--- config.mk ---
export PLATFORM = sky130hd
export DESIGN_NAME = mbank_router
export DESIGN_NICKNAME = d
export VERILOG_FILES = /design/src/rtl/mbr_pkg.sv /design/src/rtl/mbr_cfg.sv /design/src/rtl/mbr_decode.sv /design/src/rtl/mbr_bank.sv /design/src/rtl/mbank_router.sv
export SDC_FILE = /design/constraint.sdc
export NUM_CORES = 2
export LEC_CHECK = 0
export BUFFER_PORTS_ARGS = -buffer_cell sky130_fd_sc_hd__buf_2
export CAP_MARGIN = 20
export CELL_PAD_IN_SITES_DETAIL_PLACEMENT = 0
export CELL_PAD_IN_SITES_GLOBAL_PLACEMENT = 1
export CORE_AREA = 2 2 617 619
export CTS_CLUSTER_SIZE = 28
export DETAILED_ROUTE_END_ITERATION = 8
export DIE_AREA = 0 0 619 621
export HOLD_SLACK_MARGIN = 0.08
export PLACE_DENSITY = 0.48
export SYNTH_ARGS = -nofsm -noshare
export SYNTH_HDL_FRONTEND = slang
export SYNTH_SLANG_ARGS = --single-unit
--- constraint.sdc ---
create_clock -name clk_i -period 13.1 [get_ports clk_i]
set_input_delay 2.62 -clock clk_i [delete_from_list [all_inputs] [get_ports clk_i]]
set_output_delay 2.62 -clock clk_i [all_outputs]
set_load 0.05 [all_outputs]
--- src/rtl/mbr_pkg.sv ---
package mbr_pkg;
  localparam logic [1:0] OWN_LOCAL  = 2'd0;
  localparam logic [1:0] OWN_MASTER = 2'd1;
  localparam logic [1:0] OWN_STREAM = 2'd2;
  localparam logic [1:0] OWN_NONE   = 2'd3;

  localparam logic [1:0] RG_LOCAL   = 2'd0;
  localparam logic [1:0] RG_ARRAY   = 2'd1;
  localparam logic [1:0] RG_BC_ALL  = 2'd2;
  localparam logic [1:0] RG_BC_PEER = 2'd3;

  function automatic logic master_owns(input logic [1:0] mode, input logic is_home);
    return (mode == OWN_MASTER) || (is_home && mode == OWN_LOCAL);
  endfunction
endpackage

--- src/rtl/mbr_cfg.sv ---
module mbr_cfg
  import mbr_pkg::*;
#(
  parameter int NB = 9
) (
  input  logic                clk_i,
  input  logic                rst_ni,
  input  logic                busy_i,
  input  logic                cfg_valid_i,
  input  logic [NB-1:0][1:0]  cfg_mode_i,
  input  logic [NB-1:0]       cfg_bcast_i,
  input  logic                cfg_tx_i,
  output logic [NB-1:0][1:0]  mode_o,
  output logic [NB-1:0]       bcast_o,
  output logic                tx_o,
  output logic                err_o
);
  logic               pend_q;
  logic [NB-1:0][1:0] sh_mode_q;
  logic [NB-1:0]      sh_bcast_q;
  logic               sh_tx_q;
  logic [NB-1:0][1:0] src_mode;
  logic [NB-1:0]      src_bcast;
  logic               src_tx;
  logic               commit, bad;
  int                 n_stream;

  assign src_mode  = cfg_valid_i ? cfg_mode_i  : sh_mode_q;
  assign src_bcast = cfg_valid_i ? cfg_bcast_i : sh_bcast_q;
  assign src_tx    = cfg_valid_i ? cfg_tx_i    : sh_tx_q;
  assign commit    = (cfg_valid_i | pend_q) & ~busy_i;

  always_comb begin
    n_stream = 0;
    for (int b = 0; b < NB; b++)
      if (src_mode[b] == OWN_STREAM) n_stream = n_stream + 1;
    bad = src_tx && (n_stream > 1);
  end

  always_ff @(posedge clk_i or negedge rst_ni) begin
    if (!rst_ni) begin
      pend_q     <= 1'b0;
      sh_mode_q  <= '0;
      sh_bcast_q <= '0;
      sh_tx_q    <= 1'b0;
      mode_o     <= '0;
      bcast_o    <= '0;
      tx_o       <= 1'b0;
      err_o      <= 1'b0;
    end else begin
      err_o <= 1'b0;
      if (cfg_valid_i && busy_i) begin
        // park until the ports go idle
        pend_q     <= 1'b1;
        sh_mode_q  <= cfg_mode_i;
        sh_bcast_q <= cfg_bcast_i;
        sh_tx_q    <= cfg_tx_i;
      end else if (commit) begin
        pend_q <= 1'b0;
        if (bad) begin
          err_o <= 1'b1;
        end else begin
          mode_o  <= src_mode;
          bcast_o <= src_bcast;
          tx_o    <= src_tx;
        end
      end
    end
  end
endmodule

--- src/rtl/mbr_decode.sv ---
module mbr_decode
  import mbr_pkg::*;
#(
  parameter int NB  = 9,
  parameter int AW  = 4,
  localparam int BSW = $clog2(NB),
  localparam int MAW = 2 + BSW + AW
) (
  input  logic               req_i,
  input  logic               we_i,
  input  logic [MAW-1:0]     addr_i,
  input  logic [NB-1:0][1:0] mode_i,
  input  logic [NB-1:0]      bcast_i,
  output logic [NB-1:0]      sel_o,
  output logic               err_o,
  output logic [BSW-1:0]     rd_bank_o
);
  logic [1:0]     region;
  logic [BSW-1:0] bsel;

  assign region = addr_i[MAW-1 -: 2];
  assign bsel   = addr_i[AW +: BSW];

  always_comb begin
    sel_o     = '0;
    err_o     = 1'b0;
    rd_bank_o = '0;
    unique case (region)
      RG_LOCAL: begin
        if (master_owns(mode_i[0], 1'b1)) sel_o[0] = 1'b1;
        else                              err_o    = 1'b1;
      end
      RG_ARRAY: begin
        err_o = 1'b1;
        for (int b = 0; b < NB; b++) begin
          if (bsel == BSW'(b) && master_owns(mode_i[b], b == 0)) begin
            sel_o[b]  = 1'b1;
            err_o     = 1'b0;
            rd_bank_o = BSW'(b);
          end
        end
      end
      default: begin
        // broadcast windows accept writes only
        err_o = ~we_i;
        if (we_i) begin
          for (int b = 0; b < NB; b++)
            sel_o[b] = bcast_i[b] && master_owns(mode_i[b], b == 0)
                       && !(region == RG_BC_PEER && b == 0);
        end
      end
    endcase
    if (!req_i) begin
      sel_o = '0;
      err_o = 1'b0;
    end
  end
endmodule

--- src/rtl/mbr_bank.sv ---
module mbr_bank
  import mbr_pkg::*;
#(
  parameter int AW   = 4,
  parameter int DW   = 16,
  parameter bit HOME = 1'b0,
  localparam int DEPTH = 1 << AW
) (
  input  logic          clk_i,
  input  logic [1:0]    mode_i,
  input  logic          m_sel_i,
  input  logic          m_we_i,
  input  logic [AW-1:0] m_off_i,
  input  logic [DW-1:0] m_wdata_i,
  input  logic          w_sel_i,
  input  logic          w_we_i,
  input  logic [AW-1:0] w_off_i,
  input  logic [DW-1:0] w_wdata_i,
  input  logic          s_sel_i,
  input  logic          s_we_i,
  input  logic [AW-1:0] s_off_i,
  input  logic [DW-1:0] s_wdata_i,
  output logic [DW-1:0] rdata_o
);
  logic [DW-1:0] mem [DEPTH];
  logic          en, we;
  logic [AW-1:0] off;
  logic [DW-1:0] wd;

  // the owner field alone picks the port
  always_comb begin
    en  = 1'b0;
    we  = 1'b0;
    off = m_off_i;
    wd  = m_wdata_i;
    if (master_owns(mode_i, HOME)) begin
      en = m_sel_i; we = m_we_i;
    end else if (mode_i == OWN_LOCAL) begin
      en = w_sel_i; we = w_we_i; off = w_off_i; wd = w_wdata_i;
    end else if (mode_i == OWN_STREAM) begin
      en = s_sel_i; we = s_we_i; off = s_off_i; wd = s_wdata_i;
    end
  end

  always_ff @(posedge clk_i) begin
    if (en && we)  mem[off] <= wd;
    if (en && !we) rdata_o  <= mem[off];
  end
endmodule

--- src/rtl/mbank_router.sv ---
module mbank_router
  import mbr_pkg::*;
#(
  parameter int NB  = 9,
  parameter int AW  = 4,
  parameter int DW  = 16,
  localparam int BSW = $clog2(NB),
  localparam int MAW = 2 + BSW + AW
) (
  input  logic                    clk_i,
  input  logic                    rst_ni,
  input  logic                    cfg_valid_i,
  input  logic [NB-1:0][1:0]      cfg_mode_i,
  input  logic [NB-1:0]           cfg_bcast_i,
  input  logic                    cfg_tx_i,
  output logic                    cfg_err_o,
  input  logic                    m_req_i,
  input  logic                    m_we_i,
  input  logic [MAW-1:0]          m_addr_i,
  input  logic [DW-1:0]           m_wdata_i,
  output logic [DW-1:0]           m_rdata_o,
  output logic                    m_rvalid_o,
  output logic                    m_err_o,
  input  logic [NB-1:1]           w_req_i,
  input  logic [NB-1:1]           w_we_i,
  input  logic [NB-1:1][MAW-1:0]  w_addr_i,
  input  logic [NB-1:1][DW-1:0]   w_wdata_i,
  output logic [NB-1:1][DW-1:0]   w_rdata_o,
  output logic [NB-1:1]           w_rvalid_o,
  output logic [NB-1:1]           w_err_o,
  input  logic                    st_valid_i,
  input  logic [AW-1:0]           st_addr_i,
  input  logic [DW-1:0]           st_wdata_i,
  output logic [DW-1:0]           st_rdata_o,
  output logic                    st_rvalid_o
);
  logic [NB-1:0][1:0]  mode_q;
  logic [NB-1:0]       bcast_q;
  logic                tx_q;
  logic                busy;
  logic [NB-1:0]       m_sel;
  logic                m_err_c;
  logic [BSW-1:0]      m_bank_c, m_bank_q;
  logic                m_rv_q, m_ok_q, m_err_q;
  logic [NB-1:1]       w_hit, w_rv_q, w_ok_q, w_err_q;
  logic [NB-1:0][DW-1:0] bank_rdata;
  logic                st_any;
  logic [BSW-1:0]      st_idx, st_idx_q;
  logic                st_rv_q, st_ok_q;

  assign busy = m_req_i | (|w_req_i) | st_valid_i;

  mbr_cfg #(.NB(NB)) u_cfg (
    .clk_i       (clk_i),
    .rst_ni      (rst_ni),
    .busy_i      (busy),
    .cfg_valid_i (cfg_valid_i),
    .cfg_mode_i  (cfg_mode_i),
    .cfg_bcast_i (cfg_bcast_i),
    .cfg_tx_i    (cfg_tx_i),
    .mode_o      (mode_q),
    .bcast_o     (bcast_q),
    .tx_o        (tx_q),
    .err_o       (cfg_err_o)
  );

  mbr_decode #(.NB(NB), .AW(AW)) u_dec (
    .req_i     (m_req_i),
    .we_i      (m_we_i),
    .addr_i    (m_addr_i),
    .mode_i    (mode_q),
    .bcast_i   (bcast_q),
    .sel_o     (m_sel),
    .err_o     (m_err_c),
    .rd_bank_o (m_bank_c)
  );

  for (genvar n = 1; n < NB; n++) begin : g_worker
    assign w_hit[n] = w_req_i[n] && (w_addr_i[n][MAW-1:AW] == '0)
                      && (mode_q[n] == OWN_LOCAL);
    assign w_rdata_o[n] = w_ok_q[n] ? bank_rdata[n] : '0;
  end

  for (genvar b = 0; b < NB; b++) begin : g_bank
    logic          wsel, wwe;
    logic [AW-1:0] woff;
    logic [DW-1:0] wwd;
    if (b == 0) begin : g_home
      assign wsel = 1'b0;
      assign wwe  = 1'b0;
      assign woff = '0;
      assign wwd  = '0;
    end else begin : g_peer
      assign wsel = w_hit[b];
      assign wwe  = w_we_i[b];
      assign woff = w_addr_i[b][AW-1:0];
      assign wwd  = w_wdata_i[b];
    end
    mbr_bank #(.AW(AW), .DW(DW), .HOME(b == 0)) u_bank (
      .clk_i     (clk_i),
      .mode_i    (mode_q[b]),
      .m_sel_i   (m_sel[b]),
      .m_we_i    (m_we_i),
      .m_off_i   (m_addr_i[AW-1:0]),
      .m_wdata_i (m_wdata_i),
      .w_sel_i   (wsel),
      .w_we_i    (wwe),
      .w_off_i   (woff),
      .w_wdata_i (wwd),
      .s_sel_i   (st_valid_i),
      .s_we_i    (~tx_q),
      .s_off_i   (st_addr_i),
      .s_wdata_i (st_wdata_i),
      .rdata_o   (bank_rdata[b])
    );
  end

  // transmit source: at most one stream bank exists once committed
  always_comb begin
    st_any = 1'b0;
    st_idx = '0;
    for (int b = 0; b < NB; b++) begin
      if (mode_q[b] == OWN_STREAM) begin
        st_any = 1'b1;
        st_idx = BSW'(b);
      end
    end
  end

  always_ff @(posedge clk_i or negedge rst_ni) begin
    if (!rst_ni) begin
      m_rv_q   <= 1'b0;
      m_ok_q   <= 1'b0;
      m_err_q  <= 1'b0;
      m_bank_q <= '0;
      w_rv_q   <= '0;
      w_ok_q   <= '0;
      w_err_q  <= '0;
      st_rv_q  <= 1'b0;
      st_ok_q  <= 1'b0;
      st_idx_q <= '0;
    end else begin
      m_rv_q   <= m_req_i & ~m_we_i;
      m_ok_q   <= m_req_i & ~m_we_i & ~m_err_c;
      m_err_q  <= m_err_c;
      m_bank_q <= m_bank_c;
      w_rv_q   <= w_req_i & ~w_we_i;
      w_ok_q   <= w_hit & ~w_we_i;
      w_err_q  <= w_req_i & ~w_hit;
      st_rv_q  <= st_valid_i & tx_q;
      st_ok_q  <= st_valid_i & tx_q & st_any;
      st_idx_q <= st_idx;
    end
  end

  assign m_rvalid_o  = m_rv_q;
  assign m_err_o     = m_err_q;
  assign m_rdata_o   = m_ok_q ? bank_rdata[m_bank_q] : '0;
  assign w_rvalid_o  = w_rv_q;
  assign w_err_o     = w_err_q;
  assign st_rvalid_o = st_rv_q;
  assign st_rdata_o  = st_ok_q ? bank_rdata[st_idx_q] : '0;
endmodule

==> run summary <==
The clock passes through at most 4 buffers. The worst path uses 67.0% of the clock period. The worst pin sits at a relative slew slack of 20.3%. In this run the remaining antenna-violating nets after routing total 0.

The area growth from synthesis to layout came out at 19.8%. The run gives 59200 as the via count of the first global-routing pass. The main flop type after synthesis was sky130_fd_sc_hd__edfxtp_1. The min-delay analysis places its worst path in the category reg -> reg. At the end of routability-driven placement, the weighted congestion stood at 0.850. The die is 621 µm tall. Largest family of logic cells by synthesized area: multiplexers.

The worst setup path is launched from a primary input. Of the synthesized area, sequential elements account for 72.0%. For the synthesized cell area, the log shows 105000 µm². The die is 619 µm wide. After legalization and detailed placement, the total HPWL measured 268 mm. Together, buffers and inverters on the worst path number 4. Area inside the core boundary: 378000 µm². The number of maximum-capacitance violations was 0; the xor and xnor fraction of the mapped netlist area was 0.160%.

For the final database, setup skew stands at 47.7 ps. During I/O placement, the number of pins put on the boundary was 484. Of the cells placed in the final design, the portion with a size suffix greater than 1 is 32.5%. The filler cell count in the final layout is 36400, and the power density over cell area is 147 nW/µm². In the layout the commonest cells are sky130_fd_sc_hd__edfxtp_1 (2448), sky130_fd_sc_hd__mux4_2 (640), sky130_fd_sc_hd__buf_2 (482), sky130_fd_sc_hd__buf_4 (374), sky130_fd_sc_hd__mux2i_1 (344).

The placed instances occupy a cell area of 116000 µm². The net count after synthesis came out at 5987. Total non-filler cell area in the finished layout: 126000 µm². IR analysis of the VDD net gives a maximum drop of 0.0960 mV. In this run the mean area of a mapped cell was 18.6 µm².

Once the floorplan was initialized, standard cells occupied 27.9% of the core. Kind of capture point of the worst setup path: a flop. For the leakage power summed over all cells, the log shows 42.0 nW.

The clock edge transition at the registers on the reported setup and hold paths was 60 ps. For this run, design rule violations remaining after detail routing come to 0. The maximum level of the CTS H-tree is 5, and the hold violation count in the final report is 0. TritonCTS built the clock tree. The first routing iteration left 5677 violations. Cell repeated most along the worst path: sky130_fd_sc_hd__ha_1. The slowest library cell on the worst path is sky130_fd_sc_hd__or4_4. In the final routed layout, each cell accounts on average for 33.7 µm. The first global-routing pass estimated 530 mm of wire.

At the worst endpoint, the required time is 13930 ps. The share of synthesized area in the top cell type comes to 69.8%. The initial antenna violation count came out at 69.

Buffers inserted during clock tree synthesis total 302. At the end of the flow, the number of nets in the layout was 6779. The tree built by TritonCTS fans out to 2543 sinks. The wire length reported by the detailed router was 397 mm; the overall via count from detail_route was 58700. Max-slew violation count: 0. In the final timing run, aggregate negative setup slack is 0 ps. After synthesis, the cell types taking the most area are sky130_fd_sc_hd__edfxtp_1 (70%), sky130_fd_sc_hd__mux4_2 (14%), sky130_fd_sc_hd__mux2i_1 (3.3%), sky130_fd_sc_hd__dfrtp_1 (2.3%), sky130_fd_sc_hd__and2_1 (1.3%). Of the total synthesized cell area, the portion taken by full adders, half adders and majority gates is 0.0950%.

The critical setup path kind was in -> reg. Among cell families on the critical path, the largest total delay comes from simple AND/OR/NAND/NOR gates. Dividing the detail-routed via count by the number of cells gives 4.99. The number of enable flip-flop cells after synthesis came out at 2448. The largest total area in the synthesized netlist belongs to sky130_fd_sc_hd__edfxtp_1. The routed design could run at a clock period as short as 8780 ps. In this run the post-CTS setup repair buffer count came out at 0. Counting every instance in the synthesized netlist gives 5675.

Across every metal layer, demand over resource in global routing totals 20.3%. Summing the areas of all and, or, nand and nor instances in the mapped netlist gives 5.32% of the synthesized area. After floorplanning, the core was divided into 226 placement rows.

Measured against the total synthesized area, the mux share comes to 17.5%. The run finished with clean final reports. Setup repair after global routing left no endpoint under its margin. The maximum fanout encountered on the critical timing path is 56.

Setup violations remaining at the end of the flow were counted as 0. At the worst endpoint, the arrival time is 9610 ps. Yosys printed 0 warnings. After synthesis, the share of flip-flops with an asynchronous set or reset is 3.74%. Static timing analysis puts the maximum clock frequency at 114 MHz. The library cell used as clock root buffer is sky130_fd_sc_hd__clkbuf_16. Entering global routing, the biggest net connects 70 pins.

Summing the areas of all compound-gate instances in the mapped netlist gives 3.46% of the synthesized area. For the insertion delay of the later-clocked pin in the worst-skew pair, the log shows 920 ps. The library cell used most frequently in the layout, excluding fill and tap cells, is sky130_fd_sc_hd__edfxtp_1.

Buffers inserted to repair hold after CTS numbered 0. Buffers placed on the I/O ports in this run total 483. The first detailed-routing pass ran for 6 iterations.

The slew of the pin with the lowest slew margin was 1190 ps. Yosys mapped the design onto 68 distinct sky130hd cell types. The floorplan step defined a die boundary enclosing 384000 µm². The biggest cell delay along the critical path was 770 ps; the number of gates given a new drive strength after cts was 0. The synthesis-stage register bit count works out to 2543.

Overall overflow remaining after global route: 0.
power by group:
group | internal, mW | total [mW] | switching [mW]
Sequential | 8.95 | 8.97 | 0.0187
Clock | 4.84 | 8.34 | 3.50
Combinational | 0.422 | 1.22 | 0.796
Total | 14.2 | 18.5 | 4.31
sequential cells by signal, summed over array words and instances (netlist names), 4 cells and up:
register               flops
w_err_o                    8
g_bank.u_bank.mem       2304
u_cfg.sh_mode_q           18
g_bank.u_bank.rdata_o    144
w_ok_q                     8
m_bank_q                   4
st_idx_q                   4
w_rvalid_o                 8
u_cfg.bcast_o              9
u_cfg.mode_o              18
u_cfg.sh_bcast_q           9
metrics by stage:
| step | hold slack (ps) | total power, mW | util [%] | std cells | setup slack, ps |
|---|---|---|---|---|---|
| finish | 505 | 18.5 | 33.4 | 11800 | 4320 |
| global route | 513 | 19.1 | 33.4 | 11700 | 3920 |
| CTS | 507 | 18.7 | 33.3 | 11700 | 4440 |
| detailed placement | 495 | 10.4 | 30.7 | 11200 | 3490 |
| global placement | 487 | 10.4 | 30.7 | 11100 | 3610 |
| floorplan | 455 | 9.83 | - | 5675 | 4170 |
Yosys cell counts, types with 4 or more instances:
cell	instances
sky130_fd_sc_hd__nand3b_1	5
sky130_fd_sc_hd__mux2i_1	348
sky130_fd_sc_hd__or3_1	14
sky130_fd_sc_hd__or2_2	9
sky130_fd_sc_hd__xor2_1	7
sky130_fd_sc_hd__nand2_1	281
sky130_fd_sc_hd__nor3_1	34
sky130_fd_sc_hd__nand2b_1	29
sky130_fd_sc_hd__edfxtp_1	2448
sky130_fd_sc_hd__clkbuf_1	283
sky130_fd_sc_hd__and3b_1	5
sky130_fd_sc_hd__buf_2	8
sky130_fd_sc_hd__a21oi_1	164
sky130_fd_sc_hd__or4_1	23
sky130_fd_sc_hd__dfrtp_1	95
sky130_fd_sc_hd__o21a_1	5
sky130_fd_sc_hd__xnor2_1	5
sky130_fd_sc_hd__nor3b_1	4
sky130_fd_sc_hd__a221oi_1	27
sky130_fd_sc_hd__inv_1	9
sky130_fd_sc_hd__nand4b_1	12
sky130_fd_sc_hd__nand3_1	49
sky130_fd_sc_hd__and2_1	213
sky130_fd_sc_hd__mux4_2	640
sky130_fd_sc_hd__ha_1	8
sky130_fd_sc_hd__a211oi_1	155
sky130_fd_sc_hd__nor4_1	12
sky130_fd_sc_hd__mux2_2	48
sky130_fd_sc_hd__a2111o_1	7
sky130_fd_sc_hd__buf_1	86
sky130_fd_sc_hd__nand4_1	10
sky130_fd_sc_hd__nor2b_1	160
sky130_fd_sc_hd__nor2_1	209
sky130_fd_sc_hd__o21ai_0	184
sky130_fd_sc_hd__a31oi_1	26
logic make-up after synthesis:
| logic type | after synthesis |
|---|---|
| multiplexers | 1036 |
| flip-flops | 2543 |
| adder cells (fa/ha/maj) | 8 |
| AO/OA/AOI/OAI | 596 |
| AND/OR/NAND/NOR | 1086 |
| XOR/XNOR | 15 |
| buffers and inverters | 391 |
layout make-up:
cell class | count | area, µm² | share of cell area [%]
sequential | 2543 | 75900 | 60.1
multi-input combinational | 2741 | 28800 | 22.8
clock buffer | 379 | 7960 | 6.31
tap | 5016 | 6280 | 4.97
timing repair buffer | 870 | 5410 | 4.28
clock inverter | 157 | 1780 | 1.41
antenna | 40 | 100 | 0.0793
inverter | 9 | 33.8 | 0.0268
worst paths after layout:
| path | startpoint | end | slack [ps] | cells past startpoint |
|---|---|---|---|---|
| worst max-delay path | cfg_valid_i | u_cfg.mode_o[14] | 4320 | 29 |
| worst min-delay path | u_cfg.sh_bcast_q[0] | u_cfg.sh_bcast_q[0] | 510 | 1 |
| worst max register to register | u_cfg.sh_mode_q[1] | u_cfg.mode_o[14] | 6490 | 27 |
| worst min register to register | u_cfg.sh_bcast_q[0] | u_cfg.sh_bcast_q[0] | 510 | 1 |
| max in group asynchronous | rst_ni | u_cfg.mode_o[6] | 10010 | 2 |
| min in group asynchronous | rst_ni | w_rvalid_o[5] | 1630 | 1 |
per-layer routing:
metal	share of wire, %	routed length, µm	vias up	global-route usage [%]
met3	5.5	22000	542	2.81
li1	-	-	24600	-
met5	0.0033	13	-	0
met4	5.5	21700	2	9.71
met2	49	194000	1957	33.9
met1	40	159000	31600	25.9
No activity file was read; power rests on OpenSTA's default activity.
